<file path="src/rtl/vppm_pkg.sv">
package vppm_pkg;

  // Sample counter run state
  typedef enum logic {
    CNT_IDLE = 1'b0,
    CNT_RUN  = 1'b1
  } cnt_state_e;

endpackage

</file>
<file path="src/rtl/vppm_sym_latch.sv">
// Captures the data bit and the clamped dimming level on the symbol strobe
// and derives the transition sample for the symbol.
module vppm_sym_latch #(
  parameter int unsigned N_T   = 10,
  parameter int unsigned LVL_W = 4
) (
  input  logic             clk,
  input  logic             rst_n,
  input  logic             sym_start,
  input  logic             data_bit,
  input  logic [LVL_W-1:0] dim_level,
  output logic             bit_q,
  output logic [LVL_W-1:0] tp_q
);

  localparam logic [LVL_W-1:0] FULL = LVL_W'(N_T);

  logic [LVL_W-1:0] lvl_sat;
  logic [LVL_W-1:0] tp_next;

  // Clamp out-of-range levels to full brightness
  always_comb begin
    lvl_sat = (dim_level > FULL) ? FULL : dim_level;
  end

  // Bit 0: pulse leads, transition after lvl samples.
  // Bit 1: pulse trails, transition after FULL - lvl samples.
  always_comb begin
    if (data_bit) tp_next = FULL - lvl_sat;
    else          tp_next = lvl_sat;
  end

  always_ff @(posedge clk or negedge rst_n) begin
    if (!rst_n) begin
      bit_q <= 1'b0;
      tp_q  <= '0;
    end else if (sym_start) begin
      bit_q <= data_bit;
      tp_q  <= tp_next;
    end
  end


  tp_range_chk: assert property (@(posedge clk) disable iff (!rst_n)
    tp_q <= FULL);


  hold_between_strobes_chk: assert property (@(posedge clk) disable iff (!rst_n)
    !sym_start |=> ($stable(tp_q) && $stable(bit_q)));

endmodule

</file>
<file path="src/rtl/vppm_sample_ctr.sv">
// Sample index within the symbol: restarts on the strobe, counts up and
// saturates on the last sample when the next strobe is late.
module vppm_sample_ctr
  import vppm_pkg::*;
#(
  parameter int unsigned N_T   = 10,
  parameter int unsigned IDX_W = 4
) (
  input  logic             clk,
  input  logic             rst_n,
  input  logic             sym_start,
  output logic [IDX_W-1:0] idx,
  output logic             active
);

  localparam logic [IDX_W-1:0] LAST = IDX_W'(N_T - 1);

  cnt_state_e state_q;

  always_ff @(posedge clk or negedge rst_n) begin
    if (!rst_n) begin
      state_q <= CNT_IDLE;
      idx     <= '0;
    end else if (sym_start) begin
      state_q <= CNT_RUN;
      idx     <= '0;
    end else if (state_q == CNT_RUN && idx != LAST) begin
      idx <= idx + 1'b1;
    end
  end

  assign active = (state_q == CNT_RUN);


  restart_zero_chk: assert property (@(posedge clk) disable iff (!rst_n)
    sym_start |=> (idx == '0 && active));


  idx_step_chk: assert property (@(posedge clk) disable iff (!rst_n)
    (active && !sym_start && idx != LAST) |=> (idx == $past(idx) + 1'b1));


  idx_saturate_chk: assert property (@(posedge clk) disable iff (!rst_n)
    (active && !sym_start && idx == LAST) |=> (idx == LAST));


  idle_until_strobe_chk: assert property (@(posedge clk) disable iff (!rst_n)
    (!active && !sym_start) |=> !active);

endmodule

</file>
<file path="src/rtl/vppm_out_sel.sv">
// Compares the sample index with the transition sample and picks the
// data bit or its inverse.
module vppm_out_sel #(
  parameter int unsigned LVL_W = 4,
  parameter int unsigned IDX_W = 4
) (
  input  logic             active,
  input  logic [IDX_W-1:0] idx,
  input  logic [LVL_W-1:0] tp_q,
  input  logic             bit_q,
  output logic             line
);

  logic before_tp;
  logic sel_val;

  always_comb begin
    before_tp = (LVL_W'(idx) < tp_q);
    sel_val   = before_tp ? ~bit_q : bit_q;
    line      = active & sel_val;
  end

endmodule

</file>
<file path="src/rtl/vppm_mod.sv">
// Top level: dimmable pulse-position modulator
module vppm_mod #(
  parameter  int unsigned N_T   = 10,
  localparam int unsigned LVL_W = $clog2(N_T + 1),
  localparam int unsigned IDX_W = (N_T > 2) ? $clog2(N_T) : 1
) (
  input  logic             clk,
  input  logic             rst_n,
  input  logic             sym_start,
  input  logic             tx_bit,
  input  logic [LVL_W-1:0] dim_level,
  output logic             vppm_out
);

  logic             bit_q;
  logic [LVL_W-1:0] tp_q;
  logic [IDX_W-1:0] idx;
  logic             active;

  vppm_sym_latch #(.N_T(N_T), .LVL_W(LVL_W)) u_latch (
    .clk       (clk),
    .rst_n     (rst_n),
    .sym_start (sym_start),
    .data_bit  (tx_bit),
    .dim_level (dim_level),
    .bit_q     (bit_q),
    .tp_q      (tp_q)
  );

  vppm_sample_ctr #(.N_T(N_T), .IDX_W(IDX_W)) u_ctr (
    .clk       (clk),
    .rst_n     (rst_n),
    .sym_start (sym_start),
    .idx       (idx),
    .active    (active)
  );

  vppm_out_sel #(.LVL_W(LVL_W), .IDX_W(IDX_W)) u_sel (
    .active (active),
    .idx    (idx),
    .tp_q   (tp_q),
    .bit_q  (bit_q),
    .line   (vppm_out)
  );


  idle_low_chk: assert property (@(posedge clk) disable iff (!rst_n)
    !active |-> !vppm_out);


  sat_hold_chk: assert property (@(posedge clk) disable iff (!rst_n)
    (active && !sym_start && idx == IDX_W'(N_T - 1)) |=> $stable(vppm_out));

endmodule

</file>
<file path="config.mk">
export PLATFORM = sky130hd
export DESIGN_NAME = vppm_mod
export DESIGN_NICKNAME = d
export VERILOG_FILES = /design/src/rtl/vppm_pkg.sv /design/src/rtl/vppm_sym_latch.sv /design/src/rtl/vppm_sample_ctr.sv /design/src/rtl/vppm_out_sel.sv /design/src/rtl/vppm_mod.sv
export SDC_FILE = /design/constraint.sdc
export NUM_CORES = 1
export LEC_CHECK = 0
export CORE_AREA = 3 3 40 42
export DETAILED_ROUTE_END_ITERATION = 8
export DIE_AREA = 0 0 43 45
export PLACE_DENSITY = 0.66
export SETUP_SLACK_MARGIN = 0.1
export SKIP_LAST_GASP = 1
export SYNTH_ARGS = -nofsm -noshare
export SYNTH_HDL_FRONTEND = slang
export SYNTH_SLANG_ARGS = --single-unit
</file>
<file path="constraint.sdc">
create_clock -name clk -period 3.3 [get_ports clk]
set_clock_uncertainty 0.15 [all_clocks]
set_input_delay 0.66 -clock clk [delete_from_list [all_inputs] [get_ports clk]]
set_output_delay 0.66 -clock clk [all_outputs]
set_load 0.01 [all_outputs]
</file>
==> reports/results.env <==
RUN_STATUS='finished clean'
TRITONCTS_NUM_SINKS=10
FIRST_ITER_VIOLATIONS=2
GRT.TOTAL_USAGE_PCT=13.0
DIEAREA_UM2=1940
DRV.MAX_CAP_VIOLATION_COUNT=0
POWER.SHARE.CLOCK_PCT=33.2
LAYOUT.CELLS.MOST_COMMON_LIST='10 x sky130_fd_sc_hd__dfrtp_1, 8 x sky130_fd_sc_hd__clkdlybuf4s50_1, 6 x sky130_fd_sc_hd__nor2_1, 6 x sky130_fd_sc_hd__ha_1, 5 x sky130_fd_sc_hd__inv_1'
POWERDENSITY_nW_PER_UM2=429
NETSWITCHINGPOWER_W=0.0000769
GRT_FIRST_PASS_WIRELENGTH_UM=1820
CLK_LATENCY_PS=260
POWER.STATIC_LEAKAGE_nW=0.335
HOLD_WC_STARTPOINT='u_latch.tp_q[3]'
TIMING.REG2REG.SETUP_SLACK_PS=1770
GRT_MAX_DEGREE=14
COMB_POWER_SHARE_PCT=22.2
POWER.IR.VDD_WORST_mV=0.216
HOLDBUFCOUNTCTS=0
NUMBER_OF_BUFFERS_INSERTED_DURING_CLOCK_TREE_SYNTHESIS=3
VIAS_PER_CELL=5.15
LAYOUT-AREA-OVERHEAD-VS-SYNTH_PCT=21.6
MULTI_INPUT_COMB_AREA_UM2=334
WORST-SETUP-PATH-TYPE='register to output port'
CTS.HTREE.LEVELS=1
DETAIL_ROUTE.WIRELENGTH_UM=977
CP.REQUIRED_PS=2490
FP.DIEH_UM=45
FINAL_COUNT_OF_HOLD_TIMING_VIOLATIONS=0
FIN_CRIT_SH_PCT=88.9
FINAL_COMMON_CELL='sky130_fd_sc_hd__dfrtp_1'
SYNTHESIS.AREA_UM2=607
TIMING.FMAX_MHz=341
FIRST_PASS_ITERS=2
DP.FINAL_HPWL_UM=771
GRT_PASS1_VIAS=428
CLK_PATH_BUF_DEPTH=2
LAYOUT.NETS=86
SEQCELLAREA_UM2=250
GRT.OVERFLOW.TOTAL=0
TIMING.CRITICAL_PATH.CELLS='ha_1 -> a2111oi_4 -> or3_1 -> and3_1 -> clkdlybuf4s50_1'
SYN_AREA_PER_CELL_UM2=10.1
TIMING.CRITICAL_PATH.SLOWEST_STAGE_CELL='sky130_fd_sc_hd__clkdlybuf4s50_1'
FLOORPLAN.INITIALDENSITY_PCT=47.2
WORST_SETUP_PATH_START_KIND='register'
SYNTH_CELLS=60
WORSTPATHMAXFANOUT=5
SYNTHESIS.NETS=74
FINALSETUPVIOLCOUNT=0
REGTOREGENDPOINT='u_ctr.idx[1]'
TIMING_WORST_SLEW_PIN_VALUE_PS=439
POST_SYNTH_NUM_CELL_TYPES=23
R2R.WORST_PATH.CELLS=5
HOLD-WORST-SLACK_PS=381
CP.ARRIVAL_PS=2120
END_POINT_OF_THE_MOST_CRITICAL_HOLD_PATH='u_latch.tp_q[3]'
TIMING.SETUP.TNS_PS=0
VIAS=443
FP-ROW-COUNT=13
DRIVE_ABOVE_1_SHARE_PCT=14.1
ANTENNA_VIOLATING_NETS_POST_ROUTE=0
FINAL_PERIOD_MINUS_WORST_SETUP_SLACK_PS=2930
IO_PINS=9
CTS_ROOT_BUF='sky130_fd_sc_hd__clkbuf_4'
P_INT_W=0.000240
PLACE.PORT_BUFFERS=8
CORE_REGION_AREA_UM2=1280
DRC_ERRORS=0
CRITICAL_PATH.MAX_STAGE_DELAY_PS=520
POST_CTS_RESIZE_COUNT=0
SLEW_VIOL_FINAL=0
PLACED_CELL_AREA_UM2=702
POSTSYNTHREGISTERBITS=10
GPL.FINAL_WEIGHTED_CONGESTION=0.700
MIN_DELAY_PATH_DEPTH=2
CRIT_PATH_END_KIND='output port'
SEQ_AREA_FRAC_SYNTH_PCT=41.2
LAYOUT.FILLER_CELLS=124
LAUNCH_INSTANCE_OF_THE_WORST_REGISTER_TO_REGISTER_PATH='u_ctr.idx[0]'
POWER.SWITCHING_FRACTION_PCT=24.3
PATH_CLK_SLEW_PS=60
TIMING.HOLD.WORST.CLASS='register to register'
FINALINSTANCEAREA_UM2=738
P_SEQ_SHARE_PCT=44.6
RSZ0062_AT_GRT='no'
DIE_X_UM=43
WIRE_PER_INST_UM=11.4
TRITONCTS='built'
CTS_SETUP_BUFFERS=0
NUM_ANTENNA_CELLS=0
ANTENNA_FOUND_INITIAL=0
YS.WARNINGS.COUNT=0
MAX_SLEW_MARGIN_PCT=70.7
per-layer routing:
metal  global-route usage, %  part of all wire [%]  vias up
met5                       0                     0        -
met4                    9.04                   1.3        0
met3                    3.59                   3.4        2
met2                    20.1                    47        6
met1                    15.8                    48      201
li1                        -                     -      234
worst max path at each step:
| stage | cells past startpoint | slack (ps) | to | startpoint |
|---|---|---|---|---|
| final | 5 | 370 | vppm_out | u_ctr.idx[1] |
| after global routing | 5 | 250 | vppm_out | u_ctr.idx[1] |
| after CTS | 5 | 360 | vppm_out | u_ctr.idx[1] |
| after detailed placement | 5 | 650 | vppm_out | u_ctr.idx[1] |
| after global placement | 5 | 680 | vppm_out | u_ctr.idx[1] |
| after floorplan | 4 | 1170 | vppm_out | u_ctr.idx[1] |
worst max-delay path: cells and delay by family (launching register included):
family,cells,cell delay (ps)
simple gates,2,280
fa+ha+maj,1,330
compound gates,1,300
buf+inv,1,520
flops,1,430
power groups by stage:
stage | Sequential, W | Combinational (W) | Clock (W)
after floorplan | 0.000141 | 0.0000467 | 0
after global placement | 0.000143 | 0.0000695 | 0
after detailed placement | 0.000143 | 0.0000702 | 0
after CTS | 0.000141 | 0.0000711 | 0.000109
after global routing | 0.000143 | 0.0000800 | 0.000118
final | 0.000141 | 0.0000702 | 0.000105
metrics by stage:
step                      util (%)  setup slack [ps]  power, W  std cells
after CTS                     57.4               357  0.000321         86
final                         57.4               368  0.000317         86
after global routing          57.4               254  0.000341         86
after floorplan                  -              1170  0.000188         60
after global placement        54.6               677  0.000212         82
after detailed placement      54.6               647  0.000214         82
state kept, by name, indices dropped and copies added (netlist names):
name	count
u_latch.tp_q	4
u_ctr.idx	4
u_ctr.active	1
u_latch.bit_q	1
synth_stat cells:
library cell                number  area share [%]
sky130_fd_sc_hd__and3_1          1             1.0
sky130_fd_sc_hd__or3_1           1             1.0
sky130_fd_sc_hd__mux2_2          2             3.7
sky130_fd_sc_hd__nand2_1         4             2.5
sky130_fd_sc_hd__xnor2_1         1             1.4
sky130_fd_sc_hd__a2111oi_0       1             1.4
sky130_fd_sc_hd__nand2b_1        1             1.0
sky130_fd_sc_hd__a2111oi_4       1             4.5
sky130_fd_sc_hd__ha_1            6              12
sky130_fd_sc_hd__and2_1          1             1.0
sky130_fd_sc_hd__or2_2           2             2.1
sky130_fd_sc_hd__xor2_1          3             4.3
sky130_fd_sc_hd__dfrtp_1        10              41
sky130_fd_sc_hd__nor2_1          6             3.7
sky130_fd_sc_hd__o21a_1          1             1.2
sky130_fd_sc_hd__nand4_1         1             1.0
sky130_fd_sc_hd__inv_1           5             3.1
sky130_fd_sc_hd__nand2b_4        1             2.3
sky130_fd_sc_hd__a21oi_1         4             3.3
sky130_fd_sc_hd__o211ai_1        2             2.5
sky130_fd_sc_hd__clkbuf_1        1            0.62
sky130_fd_sc_hd__a21o_1          1             1.2
sky130_fd_sc_hd__o21ai_0         4             3.3
cell families after synthesis:
logic type               share of synthesized area (%)
XOR/XNOR                                          5.77
multiplexers                                      3.71
flip-flops                                        41.2
adder cells (fa/ha/maj)                           12.4
AO/OA/AOI/OAI                                     17.5
AND/OR/NAND/NOR                                   15.7
buffers and inverters                             3.71
cell type report:
| class | instances | area share [%] |
|---|---|---|
| tap | 15 | 2.54 |
| clock buffer | 4 | 4.92 |
| multi-input combinational | 44 | 45.3 |
| sequential | 10 | 33.9 |
| timing repair buffer | 8 | 10.8 |
| inverter | 5 | 2.54 |
(Power assumes the default switching activity.)
